<file path="src/rtl/xfer_pkg.sv">
package xfer_pkg;

  localparam int INSTR_W = 24;
  localparam logic [5:0] GRP_OPC = 6'o53;

  typedef enum logic [3:0] {
    OP_NONE,
    OP_AQA,
    OP_ABA,
    OP_BAB,
    OP_BTA,
    OP_ATB,
    OP_RTQ,
    OP_QTR,
    OP_RTA,
    OP_ATR,
    OP_RTB,
    OP_BTR
  } op_e;

  typedef struct packed {
    op_e        op;
    logic [2:0] idx;
    logic       bad;
  } dec_t;

endpackage

</file>
<file path="src/rtl/xfer_dec.sv">
module xfer_dec
  import xfer_pkg::*;
(
  input  logic [INSTR_W-1:0] instr_i,
  output dec_t               dec_o
);

  logic [2:0]  sub;
  logic [2:0]  code;
  logic [11:0] field;
  op_e         op_raw;
  logic        bad_raw;

  assign sub   = instr_i[17:15];
  assign code  = instr_i[8:6];
  assign field = instr_i[11:0];

  always_comb begin
    op_raw  = OP_NONE;
    bad_raw = 1'b0;
    case (sub)
      3'd0: op_raw = OP_AQA;
      3'd1: op_raw = OP_ABA;
      3'd2: op_raw = OP_BAB;
      3'd3: op_raw = OP_BTA;
      3'd4: op_raw = OP_ATB;
      3'd5: begin
        case (code)
          3'd0: op_raw = OP_RTQ;
          3'd1: op_raw = OP_QTR;
          3'd2: op_raw = OP_RTA;
          3'd3: op_raw = OP_ATR;
          3'd4: op_raw = OP_RTB;
          3'd5: op_raw = OP_BTR;
          default: bad_raw = 1'b1;
        endcase
        if (field[11:9] != 3'b000) bad_raw = 1'b1;
      end
      default: bad_raw = 1'b1;
    endcase
    if (sub <= 3'd4 && field != 12'h000) bad_raw = 1'b1;
    if (instr_i[23:18] != GRP_OPC) bad_raw = 1'b1;
  end

  always_comb begin
    dec_o.idx = instr_i[14:12];
    dec_o.bad = bad_raw;
    dec_o.op  = bad_raw ? OP_NONE : op_raw;
  end

endmodule

</file>
<file path="src/rtl/xfer_ocadd.sv">
module xfer_ocadd #(
  parameter int W = 24
) (
  input  logic [W-1:0] a_i,
  input  logic [W-1:0] b_i,
  output logic [W-1:0] sum_o
);

  logic [W:0] raw;

  assign raw   = {1'b0, a_i} + {1'b0, b_i};
  assign sum_o = raw[W-1:0] + {{(W-1){1'b0}}, raw[W]};

endmodule

</file>
<file path="src/rtl/xfer_idxfile.sv">
module xfer_idxfile #(
  parameter int IW = 15,
  parameter int N  = 8
) (
  input  logic                 clk,
  input  logic                 rst,
  input  logic                 we_i,
  input  logic [$clog2(N)-1:0] waddr_i,
  input  logic [IW-1:0]        wdata_i,
  input  logic [$clog2(N)-1:0] raddr_a_i,
  output logic [IW-1:0]        rdata_a_o,
  input  logic [$clog2(N)-1:0] raddr_b_i,
  output logic [IW-1:0]        rdata_b_o
);

  logic [IW-1:0] regs [N];

  for (genvar g = 0; g < N; g++) begin : g_slot
    if (g == 0) begin : g_zero
      assign regs[g] = '0;
    end else begin : g_reg
      always_ff @(posedge clk) begin
        if (rst) begin
          regs[g] <= '0;
        end else if (we_i && waddr_i == g) begin
          regs[g] <= wdata_i;
        end
      end
    end
  end

  assign rdata_a_o = regs[raddr_a_i];
  assign rdata_b_o = regs[raddr_b_i];

endmodule

</file>
<file path="src/rtl/xfer_rf.sv">
module xfer_rf #(
  parameter int W  = 24,
  parameter int AW = 6
) (
  input  logic          clk,
  input  logic          we_i,
  input  logic [AW-1:0] waddr_i,
  input  logic [W-1:0]  wdata_i,
  input  logic          re_a_i,
  input  logic [AW-1:0] raddr_a_i,
  output logic [W-1:0]  rdata_a_o,
  input  logic [AW-1:0] raddr_b_i,
  output logic [W-1:0]  rdata_b_o
);

  localparam int DEPTH = 1 << AW;

  logic [W-1:0] mem [DEPTH];

  always_ff @(posedge clk) begin
    if (we_i) mem[waddr_i] <= wdata_i;
  end

  always_ff @(posedge clk) begin
    if (re_a_i) rdata_a_o <= mem[raddr_a_i];
  end

  always_ff @(posedge clk) begin
    rdata_b_o <= mem[raddr_b_i];
  end

endmodule

</file>
<file path="src/rtl/xfer_unit.sv">
module xfer_unit
  import xfer_pkg::*;
#(
  parameter int W     = 24,
  parameter int IW    = 15,
  parameter int NIDX  = 8,
  parameter int RF_AW = 6
) (
  input  logic                    clk,
  input  logic                    rst,
  input  logic                    start_i,
  input  logic [INSTR_W-1:0]      instr_i,
  output logic                    busy_o,
  output logic                    done_o,
  output logic                    illegal_o,
  output logic [W-1:0]            dbg_acc_o,
  output logic [W-1:0]            dbg_aux_o,
  input  logic [$clog2(NIDX)-1:0] dbg_idx_sel_i,
  output logic [IW-1:0]           dbg_idx_o,
  input  logic                    dbg_rf_we_i,
  input  logic [RF_AW-1:0]        dbg_rf_addr_i,
  input  logic [W-1:0]            dbg_rf_wdata_i,
  output logic [W-1:0]            dbg_rf_rdata_o
);

  localparam int IDX_AW = $clog2(NIDX);
  localparam int EXT_W  = W - IW;

  logic               busy_q, done_q, bad_q;
  logic [INSTR_W-1:0] instr_q;
  logic [W-1:0]       acc_q, aux_q;
  logic               accept;
  dec_t               dec;

  logic [W-1:0]       rf_rd, rf_wdata, rf_xwd;
  logic [RF_AW-1:0]   rf_waddr;
  logic               rf_we, rf_xwe;

  logic [IW-1:0]      idx_rd, idx_wd;
  logic               idx_we;
  logic [W-1:0]       idx_ext, add_b, sum, acc_wd;
  logic               acc_we, aux_we;

  assign accept = start_i & ~busy_q;

  xfer_dec u_dec (
    .instr_i (instr_q),
    .dec_o   (dec)
  );

  assign rf_we    = rf_xwe | (dbg_rf_we_i & ~busy_q);
  assign rf_waddr = busy_q ? instr_q[RF_AW-1:0] : dbg_rf_addr_i;
  assign rf_wdata = busy_q ? rf_xwd : dbg_rf_wdata_i;

  xfer_rf #(.W(W), .AW(RF_AW)) u_rf (
    .clk       (clk),
    .we_i      (rf_we),
    .waddr_i   (rf_waddr),
    .wdata_i   (rf_wdata),
    .re_a_i    (accept),
    .raddr_a_i (instr_i[RF_AW-1:0]),
    .rdata_a_o (rf_rd),
    .raddr_b_i (dbg_rf_addr_i),
    .rdata_b_o (dbg_rf_rdata_o)
  );

  xfer_idxfile #(.IW(IW), .N(NIDX)) u_idx (
    .clk       (clk),
    .rst       (rst),
    .we_i      (idx_we),
    .waddr_i   (dec.idx[IDX_AW-1:0]),
    .wdata_i   (idx_wd),
    .raddr_a_i (dec.idx[IDX_AW-1:0]),
    .rdata_a_o (idx_rd),
    .raddr_b_i (dbg_idx_sel_i),
    .rdata_b_o (dbg_idx_o)
  );

  assign idx_ext = {{EXT_W{idx_rd[IW-1]}}, idx_rd};
  assign add_b   = (dec.op == OP_AQA) ? aux_q : idx_ext;

  xfer_ocadd #(.W(W)) u_add (
    .a_i   (acc_q),
    .b_i   (add_b),
    .sum_o (sum)
  );

  always_comb begin
    acc_we = 1'b0;
    acc_wd = sum;
    aux_we = 1'b0;
    idx_we = 1'b0;
    idx_wd = sum[IW-1:0];
    rf_xwe = 1'b0;
    rf_xwd = acc_q;
    if (busy_q) begin
      case (dec.op)
        OP_AQA, OP_ABA: acc_we = 1'b1;
        OP_BAB:         idx_we = 1'b1;
        OP_BTA: begin
          acc_we = 1'b1;
          acc_wd = idx_ext;
        end
        OP_ATB: begin
          idx_we = 1'b1;
          idx_wd = acc_q[IW-1:0];
        end
        OP_RTQ:         aux_we = 1'b1;
        OP_QTR: begin
          rf_xwe = 1'b1;
          rf_xwd = aux_q;
        end
        OP_RTA: begin
          acc_we = 1'b1;
          acc_wd = rf_rd;
        end
        OP_ATR:         rf_xwe = 1'b1;
        OP_RTB: begin
          idx_we = 1'b1;
          idx_wd = rf_rd[IW-1:0];
        end
        OP_BTR: begin
          rf_xwe = 1'b1;
          rf_xwd = idx_ext;
        end
        default: ;
      endcase
    end
  end

  always_ff @(posedge clk) begin
    if (rst) begin
      busy_q  <= 1'b0;
      done_q  <= 1'b0;
      bad_q   <= 1'b0;
      instr_q <= '0;
      acc_q   <= '0;
      aux_q   <= '0;
    end else begin
      done_q <= 1'b0;
      bad_q  <= 1'b0;
      if (accept) begin
        instr_q <= instr_i;
        busy_q  <= 1'b1;
      end
      if (busy_q) begin
        busy_q <= 1'b0;
        done_q <= 1'b1;
        bad_q  <= dec.bad;
      end
      if (acc_we) acc_q <= acc_wd;
      if (aux_we) aux_q <= rf_rd;
    end
  end

  assign busy_o    = busy_q;
  assign done_o    = done_q;
  assign illegal_o = bad_q;
  assign dbg_acc_o = acc_q;
  assign dbg_aux_o = aux_q;


  done_single_chk: assert property (@(posedge clk) disable iff (rst)
    done_o |=> !done_o);


  busy_to_done_chk: assert property (@(posedge clk) disable iff (rst)
    busy_o |=> done_o);


  done_after_busy_chk: assert property (@(posedge clk) disable iff (rst)
    $rose(done_o) |-> $past(busy_o));


  illegal_frozen_chk: assert property (@(posedge clk) disable iff (rst)
    illegal_o |-> (done_o && $stable(dbg_acc_o) && $stable(dbg_aux_o)));


  aux_kept_chk: assert property (@(posedge clk) disable iff (rst)
    (done_o && dec.op == OP_AQA) |-> $stable(dbg_aux_o));

endmodule

</file>
<file path="config.mk">
export PLATFORM = sky130hd
export DESIGN_NAME = xfer_unit
export DESIGN_NICKNAME = d
export VERILOG_FILES = /design/src/rtl/xfer_pkg.sv /design/src/rtl/xfer_dec.sv /design/src/rtl/xfer_ocadd.sv /design/src/rtl/xfer_idxfile.sv /design/src/rtl/xfer_rf.sv /design/src/rtl/xfer_unit.sv
export SDC_FILE = /design/constraint.sdc
export NUM_CORES = 2
export LEC_CHECK = 0
export BUFFER_PORTS_ARGS = -buffer_cell sky130_fd_sc_hd__buf_2
export CAP_MARGIN = 20
export CORE_UTILIZATION = 45
export DETAILED_ROUTE_END_ITERATION = 7
export PLACE_DENSITY = 0.58
export SYNTH_ARGS = -nofsm -noshare
export SYNTH_HDL_FRONTEND = slang
export SYNTH_SLANG_ARGS = --single-unit
</file>
<file path="constraint.sdc">
create_clock -name clk -period 18.5 [get_ports clk]
set_clock_uncertainty 0.2 [all_clocks]
set_input_delay 0.925 -clock clk [delete_from_list [all_inputs] [get_ports clk]]
set_output_delay 0.925 -clock clk [all_outputs]
set_load 0.02 [all_outputs]
</file>
==> results by group <==
Drt
  – DR pass1 iterations: 6
  – Routed Antenna Nets: 0
  – Initial drt markers: 5406
  – WL final: 242.8 mm
  – Residual DRC: 0
  – Drt via density: 6.534
  – Total number of vias: 46.36k
  – Wire length per cell: 34.22 um

Critical path
  – Startpoint types: flip-flop
  – Crit path buffers/inverters: 2
  – Top delay family on crit path: simple AND/OR/NAND/NOR gates
  – Crit path kind: flip-flop to flip-flop
  – Slowest CP cell: nor4_2
  – Required time worst endpoint: 18.97 ns
  – Worst Setup End Kind: flip-flop
  – Critical Path AT: 8.44 ns
  – CP max FO: 29
  – Crit-path max cell delay: 0.74 ns

CTS
  – Postcts setup bufs: 0
  – Post-cts sizing count: 0
  – CTS tree: built
  – Hold Buf Count CTS: 0
  – H-tree Lvls: 4
  – Clk sinks: 1764
  – CTS Buffer Depth: 3
  – Worst skew pair latency: 0.84 ns
  – Cts bufs inserted: 185
  – Worst-path clk slew: 0.06 ns
  – Root Buffer: clkbuf_16

Power
  – Psw: 2.059 mW
  – Pwr dens: 94.71 nW/um^2
  – Clock share of power: 0.412
  – Peak supply drop: 0.1040 mV
  – LEAKAGE: 28.80 nW
  – Combinational power share: 0.086
  – Int Power: 6.783 mW
  – Sequential share of power: 0.502
  – Sw frac: 0.2328
  – Pwr Total: 8.841 mW

Floorplanning
  – Initial Utilization: 0.4530
  – Die Wd: 431.1 um
  – Std-Cell Rows: 157
  – Core Region: 182900 um^2
  – Die area: 185800 um^2
  – Die Span Y: 431.1 um
  – Ports: 151

GRT
  – Largest net degree at the start of global routing: 122
  – Initial antenna violation count: 15
  – Number of global-route vias before repair: 46.57k
  – Gr usage total: 0.2628
  – First-pass GRT wire length: 346.5 mm
  – GRT overflow: 0

STA
  – TNS Setup: 0 ns
  – Slew @ Worst Pin: 1.109 ns
  – Final slew viol count: 0
  – Rel. slew slack: 0.2608
  – RSZ-0062 raised after global routing: no
  – Setup Viol. Count Final: 0
  – Min Tclk post-route: 7.969 ns
  – Period utilization: 0.4307
  – Max Clk Rate: 125.5 MHz
  – Final worst slack: 10.53 ns
  – Hold Violations, Final: 0

Outcome
  – Outcome: complete, no violations

Job
  – Max-Cap Viols: 0

Logic synthesis
  – Synthesized netlist cell count: 4329
  – Seq/Total Area, Yosys: 0.6147
  – Syn_area_per_cell: 19.14 um^2
  – Synth async-reset ratio: 0
  – Synthesized area: 82850 um^2
  – Flops & latches, synth: 1764
  – Post-synth EDFFs: 1560
  – Yosys cell types: 90
  – YS warnings: 0
  – Synth Flop Type: edfxtp_1
  – Net Count, Synth: 4417

Finish
  – Layout net count: 4562
  – Area Growth Syn to Fin: 12.68%
  – Final core utilization: 0.5104
  – Final Cell Area: 93350 um^2
  – Share of layout cells above drive strength 1: 0.3815
  – # fillers: 14.59k

Worst hold path
  – HP Class: input pin to flip-flop

Placement
  – Placed cell areas: 87470 um^2
  – DP HPWL: 147.3 mm
  – Routability Congestion: 0.8850
  – DP Worst Slack: 10.56 ns
  – IO Port Bufs: 150
placed cells by master, fill, tap and decap left out, types with 13 or more instances in the layout:
cell type	count
clkinv_1	43
mux4_2	1038
clkbuf_16	188
nor2_4	65
nand3_1	16
a22oi_1	32
mux2i_1	31
bufinv_16	13
nor3_1	17
a31oi_4	20
nand2_1	154
buf_2	141
nor2_1	237
ha_1	26
mux2_2	41
clkbuf_1	44
buf_4	142
xnor2_1	15
o21ai_0	45
inv_1	37
a221oi_1	32
clkinv_2	28
a21oi_1	86
dfxtp_1	202
edfxtp_1	1560
a211oi_1	115
a22o_1	18
nand2b_1	13
synthesized netlist by cell type, types with 7 or more instances:
library cell	count	area, um^2
mux2i_1	31	310.3
nor2_1	304	1141
o31ai_1	7	52.55
buf_1	88	330.3
nand3_1	16	80.08
a211oi_1	115	863.3
edfxtp_1	1560	46840
xor2_1	11	96.34
dfxtp_1	204	4084
nand2b_1	13	81.33
mux4_2	1038	23380
buf_2	21	105.1
and2_1	8	50.05
a221oi_1	32	280.3
clkbuf_1	223	837.1
nand2_1	154	578.1
nor2b_1	13	81.33
inv_1	37	138.9
a22o_1	18	157.7
xnor2_1	15	131.4
o21ai_0	45	225.2
a31oi_1	23	143.9
ha_1	26	325.3
a22oi_1	32	240.2
a21oi_1	90	450.4
o211ai_1	8	60.06
nor4_1	7	43.79
mux2_2	41	461.7
nor3_1	18	90.09
cells by family (layout without fill, tap and decap cells):
group | Yosys count | after routing | share of synthesized area
flops | 1764 | 1764 | 0.6147
fa+ha+maj | 27 | 27 | 0.004168
compound gates | 432 | 432 | 0.03726
xor+xnor | 26 | 26 | 0.002749
simple gates | 590 | 590 | 0.03134
mux | 1111 | 1111 | 0.2917
other cells | 0 | 7 | 0
buf+inv | 379 | 674 | 0.01806
metal layers:
metal | global-route usage | vias to the layer above | share of wire
li1 | - | 18890 | -
met1 | 0.3618 | 25230 | 0.40
met2 | 0.4263 | 1914 | 0.49
met3 | 0.04905 | 337 | 0.079
met4 | 0.08133 | 0 | 0.029
met5 | 0 | - | 0
power by group through the flow:
stage | Clock, mW | Sequential, mW | Combinational, mW
final | 3.64 | 4.44 | 0.763
after global routing | 3.84 | 4.44 | 0.804
after CTS | 3.70 | 4.44 | 0.767
after detailed placement | 0 | 4.52 | 0.767
after global placement | 0 | 4.52 | 0.762
after floorplan | 0 | 4.52 | 0.470
metrics by stage:
step | cells | hold WS, ns
floorplan | 4329 | 0.2310
global placement | 6751 | 0.2434
detailed placement | 6751 | 0.2478
CTS | 7088 | 0.06283
global route | 7090 | 0.1072
finish | 7095 | 0.1331
final timing paths:
check / start / end / slack (ns) / cells past startpoint
setup / recovery: instr_q[7] / u_idx.regs[11] / 10.53 / 28
hold / removal: instr_i[13] / instr_q[13] / 0.13 / 3
setup reg to reg: instr_q[7] / u_idx.regs[11] / 10.53 / 28
hold reg to reg: instr_q[19] / instr_q[19] / 0.26 / 2
flip-flops by register name, summed over array words and instances, names as in the netlist:
signal,cells
busy_o,1
dbg_acc_o,24
dbg_aux_o,24
done_o,1
illegal_o,1
instr_q,24
u_idx.regs,105
u_rf.mem,1536
u_rf.rdata_a_o,24
u_rf.rdata_b_o,24
worst min-delay path: cells and delay by family:
kind / cells / cell delay [ns]
AOI/OAI and AO/OA: 1 / 0.05
buffers and inverters: 1 / 0.10
and+or+nand+nor: 1 / 0.05
cell type report:
class                           instances  area (um^2)  share of cell area
Timing Repair Buffer                  298         2016             0.02159
Clock buffer                          239         4966             0.05320
Multi-Input combinational cell       2186        31290              0.3352
Clock inverter                         98        895.9            0.009597
Antenna cell                            7        17.52           0.0001876
Tap cell                             2464         3083             0.03303
Inverter                               39        146.4            0.001568
Sequential cell                      1764        50930              0.5456
No activity file was read; power rests on OpenSTA's default activity.
